--- src/rtl/uart_seq_pkg.sv ---
package uart_seq_pkg;
  localparam int DATA_W_DEF  = 8;
  localparam int PHASE_W_DEF = 2;
  localparam int INDEX_W_DEF = 4;

  // index of the start bit: data bits occupy the top DATA_W indices
  function automatic int start_index(input int index_w, input int data_w);
    return (1 << index_w) - data_w - 1;
  endfunction
endpackage

--- src/rtl/uart_seq_counter.sv ---
module uart_seq_counter
  import uart_seq_pkg::*;
#(
  parameter int DATA_W  = DATA_W_DEF,
  parameter int PHASE_W = PHASE_W_DEF,
  parameter int INDEX_W = INDEX_W_DEF,
  localparam int CNT_W  = INDEX_W + PHASE_W
) (
  input  logic             clk,
  input  logic             rst_n,
  input  logic             run,
  output logic [CNT_W-1:0] cnt,
  output logic             frame_done
);
  localparam int START_IDX = start_index(INDEX_W, DATA_W);
  localparam logic [CNT_W-1:0] PARK_CNT = CNT_W'(START_IDX << PHASE_W);
  localparam logic [CNT_W-1:0] LAST_CNT = CNT_W'((1 << PHASE_W) - 1);

  logic [CNT_W-1:0] cnt_nxt;
  logic             cnt_en;

  assign frame_done = run && (cnt == LAST_CNT);
  assign cnt_en     = run;

  always_comb begin
    cnt_nxt = cnt;
    if (frame_done) cnt_nxt = PARK_CNT;
    else            cnt_nxt = cnt + CNT_W'(1);
  end

  always_ff @(posedge clk or negedge rst_n) begin
    if (!rst_n)      cnt <= PARK_CNT;
    else if (cnt_en) cnt <= cnt_nxt;
  end


  park_hold_chk: assert property (@(posedge clk) disable iff (!rst_n)
    !run |-> cnt == PARK_CNT);

  advance_chk: assert property (@(posedge clk) disable iff (!rst_n)
    (run && !frame_done) |=> cnt == $past(cnt) + CNT_W'(1));
endmodule

--- src/rtl/uart_seq_holdreg.sv ---
module uart_seq_holdreg
  import uart_seq_pkg::*;
#(
  parameter int DATA_W = DATA_W_DEF
) (
  input  logic              clk,
  input  logic              rst_n,
  input  logic              wr_cs,
  input  logic              wr_en,
  input  logic [DATA_W-1:0] wr_data,
  input  logic              frame_done,
  output logic [DATA_W-1:0] hold_data,
  output logic              busy
);
  logic accept;
  logic busy_nxt;

  assign accept = wr_cs && wr_en && !busy;

  always_comb begin
    busy_nxt = busy;
    if (accept)          busy_nxt = 1'b1;
    else if (frame_done) busy_nxt = 1'b0;
  end

  always_ff @(posedge clk or negedge rst_n) begin
    if (!rst_n) busy <= 1'b0;
    else        busy <= busy_nxt;
  end

  always_ff @(posedge clk or negedge rst_n) begin
    if (!rst_n)      hold_data <= '0;
    else if (accept) hold_data <= wr_data;
  end


  accept_chk: assert property (@(posedge clk) disable iff (!rst_n)
    (wr_cs && wr_en && !busy) |=> busy && hold_data == $past(wr_data));

  ignore_chk: assert property (@(posedge clk) disable iff (!rst_n)
    busy |=> $stable(hold_data));
endmodule

--- src/rtl/uart_seq_bitsel.sv ---
module uart_seq_bitsel
  import uart_seq_pkg::*;
#(
  parameter int DATA_W  = DATA_W_DEF,
  parameter int PHASE_W = PHASE_W_DEF,
  parameter int INDEX_W = INDEX_W_DEF,
  localparam int CNT_W  = INDEX_W + PHASE_W
) (
  input  logic [CNT_W-1:0]  cnt,
  input  logic [DATA_W-1:0] hold_data,
  input  logic              busy,
  output logic              line
);
  localparam int START_IDX = start_index(INDEX_W, DATA_W);

  logic [INDEX_W-1:0] idx;
  logic [PHASE_W-1:0] phase_unused;

  assign {idx, phase_unused} = cnt;

  always_comb begin
    line = 1'b1;
    if (busy) begin
      if (idx == INDEX_W'(START_IDX)) line = 1'b0;
      for (int k = 0; k < DATA_W; k++) begin
        if (idx == INDEX_W'(START_IDX + 1 + k)) line = hold_data[k];
      end
    end
  end
endmodule

--- src/rtl/uart_seq_tx.sv ---
module uart_seq_tx
  import uart_seq_pkg::*;
#(
  parameter int DATA_W  = DATA_W_DEF,
  parameter int PHASE_W = PHASE_W_DEF,
  parameter int INDEX_W = INDEX_W_DEF
) (
  input  logic              clk,
  input  logic              rst_n,
  input  logic [DATA_W-1:0] wr_data,
  input  logic              wr_cs,
  input  logic              wr_en,
  output logic              txd,
  output logic              tx_empty
);
  localparam int CNT_W = INDEX_W + PHASE_W;

  logic [1:0]        rst_pipe;
  logic              rst_sync_n;
  logic [CNT_W-1:0]  cnt;
  logic              frame_done;
  logic              busy;
  logic [DATA_W-1:0] hold_data;

  always_ff @(posedge clk or negedge rst_n) begin
    if (!rst_n) rst_pipe <= 2'b00;
    else        rst_pipe <= {rst_pipe[0], 1'b1};
  end
  assign rst_sync_n = rst_pipe[1];

  uart_seq_holdreg #(.DATA_W(DATA_W)) i_holdreg (
    .clk(clk), .rst_n(rst_sync_n), .wr_cs(wr_cs), .wr_en(wr_en),
    .wr_data(wr_data), .frame_done(frame_done),
    .hold_data(hold_data), .busy(busy)
  );

  uart_seq_counter #(.DATA_W(DATA_W), .PHASE_W(PHASE_W), .INDEX_W(INDEX_W)) i_counter (
    .clk(clk), .rst_n(rst_sync_n), .run(busy), .cnt(cnt), .frame_done(frame_done)
  );

  uart_seq_bitsel #(.DATA_W(DATA_W), .PHASE_W(PHASE_W), .INDEX_W(INDEX_W)) i_bitsel (
    .cnt(cnt), .hold_data(hold_data), .busy(busy), .line(txd)
  );

  assign tx_empty = !busy;


  rest_line_chk: assert property (@(posedge clk) disable iff (!rst_sync_n)
    tx_empty |-> txd);

  release_chk: assert property (@(posedge clk) disable iff (!rst_sync_n)
    frame_done |=> tx_empty);

  stop_slot_chk: assert property (@(posedge clk) disable iff (!rst_sync_n)
    (busy && cnt < CNT_W'(1 << PHASE_W)) |-> txd);
endmodule

--- config.mk ---
export PLATFORM = sky130hd
export DESIGN_NAME = uart_seq_tx
export DESIGN_NICKNAME = d
export VERILOG_FILES = /design/src/rtl/uart_seq_pkg.sv /design/src/rtl/uart_seq_counter.sv /design/src/rtl/uart_seq_holdreg.sv /design/src/rtl/uart_seq_bitsel.sv /design/src/rtl/uart_seq_tx.sv
export SDC_FILE = /design/constraint.sdc
export NUM_CORES = 1
export LEC_CHECK = 0
export CAP_MARGIN = 20
export CORE_ASPECT_RATIO = 0.8
export CORE_MARGIN = 5
export CORE_UTILIZATION = 48
export CTS_CLUSTER_SIZE = 28
export DETAILED_ROUTE_END_ITERATION = 8
export PLACE_DENSITY = 0.74
export SYNTH_ARGS = -nofsm -noshare
export SYNTH_HDL_FRONTEND = slang
export SYNTH_SLANG_ARGS = --single-unit
--- constraint.sdc ---
create_clock -name clk -period 1.85 [get_ports clk]
set_input_delay 0.37 -clock clk [delete_from_list [all_inputs] [get_ports clk]]
set_output_delay 0.37 -clock clk [all_outputs]
set_load 0.02 [all_outputs]
==> flow_metrics.py, run 1 <==
metrics = {
    "clock_network": {
        "cts_setup_buffers": 0,
        "clk_latency_worst_skew_pair_ns": 0.30,
        "cts_sinks": 17,
        "total_of_hold_buffers_inserted_after_clock_tree_synthesis": 0,
        "tritoncts.num_buffers": 3,
        "cts.clk_slew.worst_paths_ns": 0.11,
        "cts_root_buf": "sky130_fd_sc_hd__clkbuf_4",
        "h_tree_depth_reported_by_cts": 1,
        "cts_tree": "yes",
        "clk_path_buf_depth": 2,
    },
    "setup_path": {
        "timing.critical_path.max_delay_family": "flip-flops",
        "most_frequent_cell_on_critical_path": "sky130_fd_sc_hd__buf_6",
        "kind_of_launch_point_of_the_worst_setup_path": "flip-flop",
        "max_fo_critical_path": 7,
        "crit_path_max_incr_delay_ns": 0.61,
        "cp_num_buf_inv": 2,
        "worst_ep_arrival_time_ns": 1.58,
        "worst-setup-path-type": "reg2out",
        "critical_path.endpoint_type": "primary output",
        "crit_start": "i_counter.cnt[4]$_DFFE_PN1P_",
        "worstPathCellList": "buf_6, mux2i_1, nand2_1, a31o_1, buf_6",
        "crit_required_ns": 1.48,
        "timing.rr.start": "i_counter.cnt[2]$_DFFE_PN1P_",
        "crit_path_top_delay_cell": "sky130_fd_sc_hd__dfstp_2",
    },
    "finish": {
        "mostFrequentLayoutCell": "sky130_fd_sc_hd__dfrtp_1",
        "post_route_cells_drive_above_1_share_pct": 37.93,
        "layout.cells.non_filler": 109,
        "most-common-layout-cells": "14 x sky130_fd_sc_hd__dfrtp_1, 11 x sky130_fd_sc_hd__clkdlybuf4s50_1, 10 x sky130_fd_sc_hd__mux2_2",
        "final_core_util_pct": 64.34,
        "insertedDiodeCount": 0,
        "syn2layout_area_growth_pct": 27.78,
        "design.final.nets": 101,
    },
    "logic_synthesis": {
        "ys_ff_latch": 17,
        "synth_top_family_by_area": "multiplexers",
        "ys_top_cells_by_area": "sky130_fd_sc_hd__dfrtp_1 43%, sky130_fd_sc_hd__mux2_2 14%, sky130_fd_sc_hd__dfstp_2 9.7%",
        "synth_sequential_area_ratio_pct": 52.93,
        "synth.net_count": 78,
        "syn_inst": 65,
        "synth_xor_xnor_area_share_pct": 2.160,
        "adder_cell_area_share_of_the_yosys_netlist_pct": 1.543,
        "post_synth_instance_area_um2": 810.8,
        "synth.mux.area_fraction_pct": 15.12,
        "yosysUniqueCellTypes": 29,
        "synth_compound_area_share_pct": 10.65,
        "yosysTopAreaCellShare_pct": 43.21,
        "synthSimpleGateAreaFrac_pct": 12.50,
        "synth_area_leader_cell": "sky130_fd_sc_hd__dfrtp_1",
        "synth-warning-count": 0,
        "synth_area_per_cell_um2": 12.47,
    },
    "die": {
        "design.core.area_mm2": 0.001610,
        "start_util_pct": 50.35,
        "floorplan.rows": 13,
        "fp.dieH_um": 46.76,
        "design.die.area_mm2": 0.002616,
        "io_pins": 14,
        "dieWidth_um": 55.95,
    },
    "sta": {
        "min_period_over_period_pct": 105.6,
        "slew_at_the_pin_closest_to_its_max_slew_limit_ns": 0.5772,
        "hold_violations": 0,
        "period_needed_ns": 1.953,
        "finalWorstSetupSlack_ns": -0.1030,
        "setup_tns_ns": -0.1030,
        "setup_viol": 1,
        "fmax_mhz": 512.0,
        "timing.final.max_slew_violations": 0,
        "rsz0062_at_grt": "yes",
        "max-slew-margin-rel_pct": 61.52,
        "skew_ns": 0.005037,
    },
    "detailed_routing": {
        "post_drt_wl_per_cell_um": 13.44,
        "wl_um": 1465,
        "detail_route.drc_violations": 0,
        "ant_nets": 0,
        "viasPerCell": 5.266,
        "drt_first_pass_iters": 4,
        "1st_iter_drt_viols": 8,
        "route.vias.total": 574,
    },
    "global_routing": {
        "grt_start_max_net_pins": 16,
        "vias_in_the_first_global_route": 588,
        "track_usage_pct": 13.81,
        "grt_pass1_wl_um": 2553,
        "initial_antenna_violation_count": 0,
        "grt_remaining_overflow": 0,
    },
    "placement": {
        "place_congestion": 0.8589,
        "numPortBuffers": 13,
        "dp_hpwl_um": 1110,
        "pre_cts_slack_ns": -0.1894,
        "cell_total_after_placement": 105,
    },
    "worst_hold_path": {
        "hold_path_class": "in2async",
    },
    "pwr": {
        "maximum_vdd_drop_mv": 1.079,
        "power-per-cell-area_mw_per_mm2": 1668,
        "total_leakage_power_uw": 0.0004351,
        "finalPower_uw": 1728,
    },
    "job": {
        "maxCapViolations": 0,
    },
    "status": {
        "violations": "setup timing",
        "run_status": "finished with violations",
    },
}
==> logic make-up after synthesis <==
family / after synthesis
AOI/OAI and AO/OA: 12
xor gates and xnor gates: 2
adders and majority gates: 1
buffers and inverters: 6
DFF: 17
muxes: 11
other: 1
and+or+nand+nor: 15
==> timing repair <==
| item | in CTS | in global routing |
|---|---|---|
| gates resized for setup | 8 | 0 |
| pin swaps | 0 | 2 |
| endpoints found under the setup margin | 2 | 1 |
==> layer usage <==
metal / up-vias / routed length, um / track usage [%]
met5: - / 0 / 0
met1: 277 / 659 / 15.49
li1: 278 / - / -
met4: 0 / 25 / 9.953
met2: 17 / 681 / 21.46
met3: 2 / 99 / 6.593
==> synthesized netlist by cell type <==
| cell type | n |
|---|---|
| sky130_fd_sc_hd__a31o_1 | 1 |
| sky130_fd_sc_hd__ha_1 | 1 |
| sky130_fd_sc_hd__o311ai_1 | 1 |
| sky130_fd_sc_hd__nor2_1 | 2 |
| sky130_fd_sc_hd__buf_6 | 1 |
| sky130_fd_sc_hd__a31o_2 | 2 |
| sky130_fd_sc_hd__mux2_2 | 10 |
| sky130_fd_sc_hd__conb_1 | 1 |
| sky130_fd_sc_hd__nand3b_1 | 1 |
| sky130_fd_sc_hd__a31oi_1 | 2 |
| sky130_fd_sc_hd__nor3_2 | 1 |
| sky130_fd_sc_hd__mux2i_1 | 1 |
| sky130_fd_sc_hd__buf_4 | 2 |
| sky130_fd_sc_hd__o211ai_1 | 1 |
| sky130_fd_sc_hd__nor3_1 | 2 |
| sky130_fd_sc_hd__inv_2 | 1 |
| sky130_fd_sc_hd__nand2_1 | 4 |
| sky130_fd_sc_hd__nand3_4 | 1 |
| sky130_fd_sc_hd__o31ai_1 | 1 |
| sky130_fd_sc_hd__a311oi_1 | 1 |
| sky130_fd_sc_hd__inv_1 | 2 |
| sky130_fd_sc_hd__a21oi_1 | 1 |
| sky130_fd_sc_hd__nor2b_1 | 2 |
| sky130_fd_sc_hd__dfstp_2 | 3 |
| sky130_fd_sc_hd__dfrtp_1 | 14 |
| sky130_fd_sc_hd__nand3_2 | 1 |
| sky130_fd_sc_hd__o21ai_0 | 2 |
| sky130_fd_sc_hd__xnor2_1 | 2 |
| sky130_fd_sc_hd__and4_4 | 1 |
==> through the flow <==
step | hold slack (ns) | instance area [um^2]
finish | 0.2197 | 1036
global route | 0.1979 | 1036
CTS | 0.2053 | 1036
detailed placement | 0.2624 | 1002
global placement | 0.2606 | 1002
floorplan | 0.07441 | 810.8
==> power by group <==
group,internal (uW),leakage (uW),switching [uW]
registers,569,0.000196,157
logic,463,0.000226,329
clock network,82.4,0.0000139,128
total,1110,0.000435,613
==> layout make-up <==
class,instances,area [um^2]
repair buffers,21,193.9
multi-input cells,42,344.1
clock buffers,3,22.52
clock inverters,1,7.507
flip-flops and latches,17,429.2
fillers,134,574.3
well taps,22,27.53
inverters,3,11.26
==> state kept, by name (all words and copies together), names as in the netlist <==
register             cells
rst_pipe                 2
i_holdreg.hold_data      8
i_holdreg.busy           1
i_counter.cnt            6
==> worst register-to-register path, delay by kind of cell (launching register included) <==
family / cells / cell delay (ns)
XOR/XNOR: 1 / 0.13
buffers and inverters: 1 / 0.16
flip-flops: 1 / 0.59
AND/OR/NAND/NOR: 2 / 0.31
==> worst paths after layout <==
path	slack (ns)	to	depth (start not counted)
min reg2reg	0.24	i_counter.cnt[0]$_DFFE_PN0P_	0
max reg2reg	0.56	i_counter.cnt[5]$_DFFE_PN0P_	4
max in group asynchronous	1.23	i_counter.cnt[2]$_DFFE_PN1P_	0
min	0.22	rst_pipe[1]$_DFF_PN0_	1
min in group clk	0.37	rst_pipe[1]$_DFF_PN0_	0
max	-0.10	txd	5
Note: power is estimated with default switching activity, not from simulation.
==> inputs of run 2 (changes only) <==
--- a/config.mk
+++ b/config.mk
@@ -11,7 +11,8 @@
 export CORE_UTILIZATION = 48
 export CTS_CLUSTER_SIZE = 28
 export DETAILED_ROUTE_END_ITERATION = 8
-export PLACE_DENSITY = 0.74
+export DONT_BUFFER_PORTS = 1
+export RECOVER_POWER = 25
 export SYNTH_ARGS = -nofsm -noshare
 export SYNTH_HDL_FRONTEND = slang
 export SYNTH_SLANG_ARGS = --single-unit
==> run 2 against run 1 <==
The flow still finishes with violations (setup timing). Routed wire length shrank 6.1%. Worst hold slack about the same. Sequential cell count unchanged. Clock power fell by 5%. Register-to-register slack is essentially flat. Die area did not move. Cell count down 12%. Maximum frequency rose by 3.0%. Setup slack better by 0.058 ns. Non-clock buffer count is 13 lower. Critical endpoint unchanged. Largest power group is now registers.
==> flow_metrics.py, run 2 (synthesized netlist as in run 1, its figures left out) <==
metrics = {
    "die": {
        "design.die.area_mm2": 0.002616,
        "dieWidth_um": 55.95,
        "start_util_pct": 50.35,
        "design.core.area_mm2": 0.001610,
        "io_pins": 14,
        "fp.dieH_um": 46.76,
        "floorplan.rows": 13,
    },
    "finish": {
        "fill_cells": 135,
        "final_design_area_no_fill_um2": 927.1,
        "syn2layout_area_growth_pct": 14.35,
        "multi_input_comb_area_um2": 362.8,
        "ff_latch_area_um2": 429.2,
        "most-common-layout-cells": "14 x sky130_fd_sc_hd__dfrtp_1, 10 x sky130_fd_sc_hd__mux2_2, 6 x sky130_fd_sc_hd__buf_4",
        "mostFrequentLayoutCell": "sky130_fd_sc_hd__dfrtp_1",
        "insertedDiodeCount": 0,
        "layout_top_registers": "i_holdreg.hold_data (8), i_counter.cnt (6), rst_pipe (2)",
        "design.final.nets": 88,
        "registers.top_by_ff_count": "i_holdreg.hold_data",
        "post_route_cells_drive_above_1_share_pct": 45.95,
        "number_of_flip_flops_in_the_largest_register": 8,
    },
    "detailed_routing": {
        "post_drt_wl_per_cell_um": 14.32,
        "route.vias.total": 538,
        "detail_route.drc_violations": 0,
        "viasPerCell": 5.604,
        "1st_iter_drt_viols": 9,
        "drt_first_pass_iters": 4,
        "wl_um": 1375,
        "ant_nets": 0,
    },
    "job": {
        "maxCapViolations": 0,
    },
    "sta": {
        "worst_hold_slack_ns": 0.2196,
        "skew_ns": 0.005105,
        "timing.final.max_slew_violations": 0,
        "hold_violations": 0,
        "finalWorstSetupSlack_ns": -0.04540,
        "max-slew-margin-rel_pct": 61.89,
        "min_period_over_period_pct": 102.5,
        "period_needed_ns": 1.895,
        "rsz0062_at_grt": "yes",
        "slew_at_the_pin_closest_to_its_max_slew_limit_ns": 0.5717,
        "setup_viol": 1,
        "fmax_mhz": 527.6,
    },
    "worst_hold_path": {
        "hold_depth": 1,
        "hold_path_class": "in2reg",
    },
    "global_routing": {
        "initial_antenna_violation_count": 0,
        "vias_in_the_first_global_route": 595,
        "grt_remaining_overflow": 0,
        "grt_pass1_wl_um": 2566,
        "grt_start_max_net_pins": 16,
        "track_usage_pct": 13.12,
    },
    "pwr": {
        "power.share.combinational_pct": 43.9,
        "share_seq_of_total_power_pct": 44.3,
        "sw_frac_of_total_pct": 36.45,
        "total_leakage_power_uw": 0.0003821,
        "internal_power_uw": 1068,
        "power-per-cell-area_mw_per_mm2": 1812,
        "maximum_vdd_drop_mv": 0.9650,
        "power_frac_clock_pct": 11.8,
        "p_switching_uw": 612.5,
    },
    "clock_network": {
        "cts.clk_slew.worst_paths_ns": 0.10,
        "clk_path_buf_depth": 2,
        "cts_tree": "yes",
        "cts_sinks": 17,
        "h_tree_depth_reported_by_cts": 1,
        "clk_latency_worst_skew_pair_ns": 0.29,
        "cts_root_buf": "sky130_fd_sc_hd__clkbuf_4",
        "tritoncts.num_buffers": 3,
    },
    "placement": {
        "dpl_cell_area_um2": 812.0,
        "dp_hpwl_um": 970.1,
        "numPortBuffers": 0,
        "place_congestion": 0.7704,
    },
    "setup_path": {
        "crit_path_max_incr_delay_ns": 0.63,
        "critical_path.endpoint_type": "primary output",
        "ff2ff_path_depth": 4,
        "worst_ep_arrival_time_ns": 1.53,
        "max_fo_critical_path": 8,
        "cp_num_buf_inv": 0,
        "timing.critical_path.max_delay_family": "flip-flops",
        "crit_path_top_delay_cell": "sky130_fd_sc_hd__dfstp_2",
        "worst-setup-path-type": "reg2out",
        "crit_required_ns": 1.48,
        "worst-path-stages": 3,
        "worstPathCellList": "nor3_1, o31ai_1, a31o_4",
        "kind_of_launch_point_of_the_worst_setup_path": "flip-flop",
    },
    "status": {
        "violations": "setup timing",
        "run_status": "finished with violations",
    },
}
## run 2: through the flow
stage	utilization (%)	total power, uW	setup slack (ns)	cells	TNS, ns
after global placement	50.43	1289	0.1944	84	0
after global routing	57.58	1822	-0.1555	96	-0.1555
after detailed placement	50.43	1314	0.1802	84	0
after floorplan	-	1242	0.2696	65	0
final	57.58	1680	-0.04540	96	-0.04540
after CTS	57.58	1681	-0.05140	96	-0.05140
## run 2: power by group through the flow
stage	Sequential, uW	Clock (uW)	Combinational [uW]
2_1_floorplan	664	0	578
3_3_place_gp	782	0	507
3_5_place_dp	792	0	522
4_1_cts	743	209	729
5_1_grt	774	228	820
6_report	744	199	737
## run 2: final cells by class
| cell class | count | area share [%] |
|---|---|---|
| Sequential cell | 17 | 46.29 |
| Timing Repair Buffer | 8 | 7.152 |
| Multi-Input combinational cell | 42 | 39.14 |
| Clock inverter | 1 | 0.8097 |
| Clock buffer | 3 | 2.429 |
| Inverter | 3 | 1.215 |
| Tap cell | 22 | 2.969 |
## run 2: final timing paths
| path | from | end | slack [ns] |
|---|---|---|---|
| setup / recovery | i_counter.cnt[3]$_DFFE_PN1P_ | txd | -0.05 |
| hold reg to reg | rst_pipe[1]$_DFF_PN0_ | i_holdreg.busy$_DFFE_PN0P_ | 0.24 |
| min in group asynchronous | rst_pipe[1]$_DFF_PN0_ | i_holdreg.busy$_DFFE_PN0P_ | 0.24 |
| max in group asynchronous | rst_pipe[1]$_DFF_PN0_ | i_counter.cnt[3]$_DFFE_PN1P_ | 1.23 |
| hold / removal | wr_data[6] | i_holdreg.hold_data[6]$_DFFE_PN0P_ | 0.22 |
| setup reg to reg | i_counter.cnt[2]$_DFFE_PN1P_ | i_counter.cnt[5]$_DFFE_PN0P_ | 0.56 |
## run 2: what timing repair did
item,in CTS,in global routing
hold buffers,1,0
endpoints found under the setup margin,1,1
endpoints found under the hold margin,2,0
pin swaps,2,0
resized for setup,5,0
setup buffers,7,0
## run 2: layer usage
metal	vias up	track usage, %	share of wire, %
li1	254	-	-
met1	260	15.97	47
met2	17	20.99	45
met3	7	5.495	5.2
met4	0	6.161	3.3
met5	-	0	0
==> inputs of run 3 (changes only) <==
--- a/config.mk
+++ b/config.mk
@@ -7,12 +7,12 @@
 export LEC_CHECK = 0
 export CAP_MARGIN = 20
 export CORE_ASPECT_RATIO = 0.8
-export CORE_MARGIN = 5
 export CORE_UTILIZATION = 48
 export CTS_CLUSTER_SIZE = 28
 export DETAILED_ROUTE_END_ITERATION = 8
 export DONT_BUFFER_PORTS = 1
 export RECOVER_POWER = 25
+export REMOVE_ABC_BUFFERS = 1
 export SYNTH_ARGS = -nofsm -noshare
 export SYNTH_HDL_FRONTEND = slang
 export SYNTH_SLANG_ARGS = --single-unit
==> run 3 against run 2 <==
The flow still finishes with violations (setup timing). Routed wire length down 4.9%. Global-route usage rose by 6.3 points. Core utilization up 3.9 points. Die area is 29% lower. Critical path type unchanged. Power fell by 1.5%. Critical endpoint unchanged. Clock power is 4% lower.
==> flow_metrics.py, run 3 (synthesized netlist as in run 1, its figures left out) <==
metrics = {
    "clock_network": {
        "clk_latency_worst_skew_pair_ns": 0.29,
        "cts_sinks": 17,
        "tritoncts.num_buffers": 3,
        "cts_tree": "yes",
        "cts.clk_slew.worst_paths_ns": 0.10,
        "h_tree_depth_reported_by_cts": 1,
        "clk_path_buf_depth": 2,
        "cts_root_buf": "sky130_fd_sc_hd__clkbuf_4",
    },
    "sta": {
        "hold_violations": 0,
        "timing.final.max_slew_violations": 0,
        "rsz0062_at_grt": "yes",
        "skew_ns": 0.004604,
        "min_period_over_period_pct": 101.8,
        "fmax_mhz": 531.0,
        "period_needed_ns": 1.883,
        "max-slew-margin-rel_pct": 61.20,
        "finalWorstSetupSlack_ns": -0.03323,
        "setup_viol": 1,
        "slew_at_the_pin_closest_to_its_max_slew_limit_ns": 0.5820,
    },
    "pwr": {
        "share_seq_of_total_power_pct": 44.2,
        "sw_frac_of_total_pct": 36.07,
        "total_leakage_power_uw": 0.0003852,
        "internal_power_uw": 1058,
        "power-per-cell-area_mw_per_mm2": 1813,
        "maximum_vdd_drop_mv": 0.8517,
        "power.share.combinational_pct": 44.2,
        "p_switching_uw": 597.2,
        "power_frac_clock_pct": 11.6,
    },
    "finish": {
        "insertedDiodeCount": 0,
        "syn2layout_area_growth_pct": 12.65,
        "number_of_flip_flops_in_the_largest_register": 8,
        "mostFrequentLayoutCell": "sky130_fd_sc_hd__dfrtp_1",
        "design.final.nets": 88,
        "registers.top_by_ff_count": "i_holdreg.hold_data",
        "post_route_cells_drive_above_1_share_pct": 43.24,
        "final_core_util_pct": 61.45,
        "final_design_area_no_fill_um2": 913.4,
        "layout_top_registers": "i_holdreg.hold_data (8), i_counter.cnt (6), rst_pipe (2)",
        "most-common-layout-cells": "14 x sky130_fd_sc_hd__dfrtp_1, 10 x sky130_fd_sc_hd__mux2_2, 6 x sky130_fd_sc_hd__buf_4",
    },
    "detailed_routing": {
        "post_drt_wl_per_cell_um": 13.76,
        "detail_route.drc_violations": 0,
        "wl_um": 1307,
        "1st_iter_drt_viols": 6,
        "route.vias.total": 508,
        "ant_nets": 0,
        "drt_first_pass_iters": 3,
        "viasPerCell": 5.347,
    },
    "status": {
        "run_status": "finished with violations",
        "violations": "setup timing",
    },
    "die": {
        "floorplan.rows": 12,
        "start_util_pct": 54.55,
        "design.core.area_mm2": 0.001486,
        "io_pins": 14,
        "design.die.area_mm2": 0.001859,
        "fp.dieH_um": 38.76,
        "dieWidth_um": 47.95,
    },
    "setup_path": {
        "worst-setup-path-type": "reg2out",
        "crit_required_ns": 1.48,
        "kind_of_launch_point_of_the_worst_setup_path": "flip-flop",
        "worst_ep_arrival_time_ns": 1.51,
        "critical_path.endpoint_type": "primary output",
        "max_fo_critical_path": 6,
    },
    "worst_hold_path": {
        "hold_path_class": "in2reg",
    },
    "global_routing": {
        "grt_start_max_net_pins": 16,
        "grt_pass1_wl_um": 2325,
        "vias_in_the_first_global_route": 519,
        "grtUsageMet1_pct": 27.54,
        "track_usage_pct": 19.45,
        "grt_remaining_overflow": 0,
        "grt.busiest_layer": "met1",
        "grtUsageMet3_pct": 8.411,
        "initial_antenna_violation_count": 0,
        "groute.layer.met2.usage_pct": 26.35,
    },
    "placement": {
        "numPortBuffers": 0,
        "dpl_cell_area_um2": 810.8,
        "dp_hpwl_um": 875.2,
        "place_congestion": 0.7253,
    },
    "job": {
        "maxCapViolations": 0,
    },
}
run 3: power groups by stage:
stage / registers (uW) / clock network [uW] / logic (uW)
global placement: 785 / 0 / 505
global route: 763 / 220 / 806
finish: 732 / 192 / 731
floorplan: 729 / 0 / 460
detailed placement: 791 / 0 / 518
CTS: 732 / 204 / 724
run 3: final timing paths:
path	cells past startpoint	start	slack [ns]	endpoint
setup / recovery	4	i_counter.cnt[4]$_DFFE_PN1P_	-0.03	txd
hold / removal	1	wr_data[6]	0.22	i_holdreg.hold_data[6]$_DFFE_PN0P_
setup reg to reg	5	i_counter.cnt[4]$_DFFE_PN1P_	0.50	i_counter.cnt[0]$_DFFE_PN0P_
hold reg to reg	0	rst_pipe[1]$_DFF_PN0_	0.24	i_holdreg.busy$_DFFE_PN0P_
max in group asynchronous	0	rst_pipe[1]$_DFF_PN0_	1.22	i_counter.cnt[4]$_DFFE_PN1P_
min in group asynchronous	0	rst_pipe[1]$_DFF_PN0_	0.24	i_holdreg.busy$_DFFE_PN0P_
run 3: worst max-delay path, cell delays in order, from the launching register on:
cell and delay [ns]:
sky130_fd_sc_hd__dfstp_2 0.60, sky130_fd_sc_hd__buf_6 0.13, sky130_fd_sc_hd__mux2i_1 0.17, sky130_fd_sc_hd__nand2_1 0.09, sky130_fd_sc_hd__a31o_4 0.25
run 3: layer usage:
layer	vias up	wire length, um
li1	253	-
met1	243	684
met2	10	540
met3	2	70
met4	0	11
met5	-	0
run 3: final cells by class:
cell class | count | area, um^2
clock buffers | 3 | 22.52
clock inverters | 1 | 5.005
fillers | 118 | 573.1
inverters | 3 | 11.26
multi-input cells | 42 | 352.8
flip-flops and latches | 17 | 429.2
well taps | 21 | 26.28
repair buffers | 8 | 66.31
run 3: timing repair:
item                                    in CTS  in global routing
endpoints found under the setup margin       1                  1
hold endpoints to repair                     2                  0
hold buffers                                 1                  0
resized for setup                            4                  0
gates cloned                                 0                  0
pin swaps                                    0                  1
buffers inserted                             7                  0
run 3: metrics by stage:
step           setup slack [ns]  power (uW)  setup TNS [ns]  hold WS [ns]  cells
4_1_cts                -0.03867        1660        -0.03867        0.2094     95
5_1_grt                 -0.1047        1789         -0.1047        0.1980     95
3_3_place_gp             0.2304        1290               0       0.07444     83
3_5_place_dp             0.2257        1309               0       0.07444     83
6_report               -0.03323        1656        -0.03323        0.2236     95
2_1_floorplan            0.3101        1189               0       0.07441     62
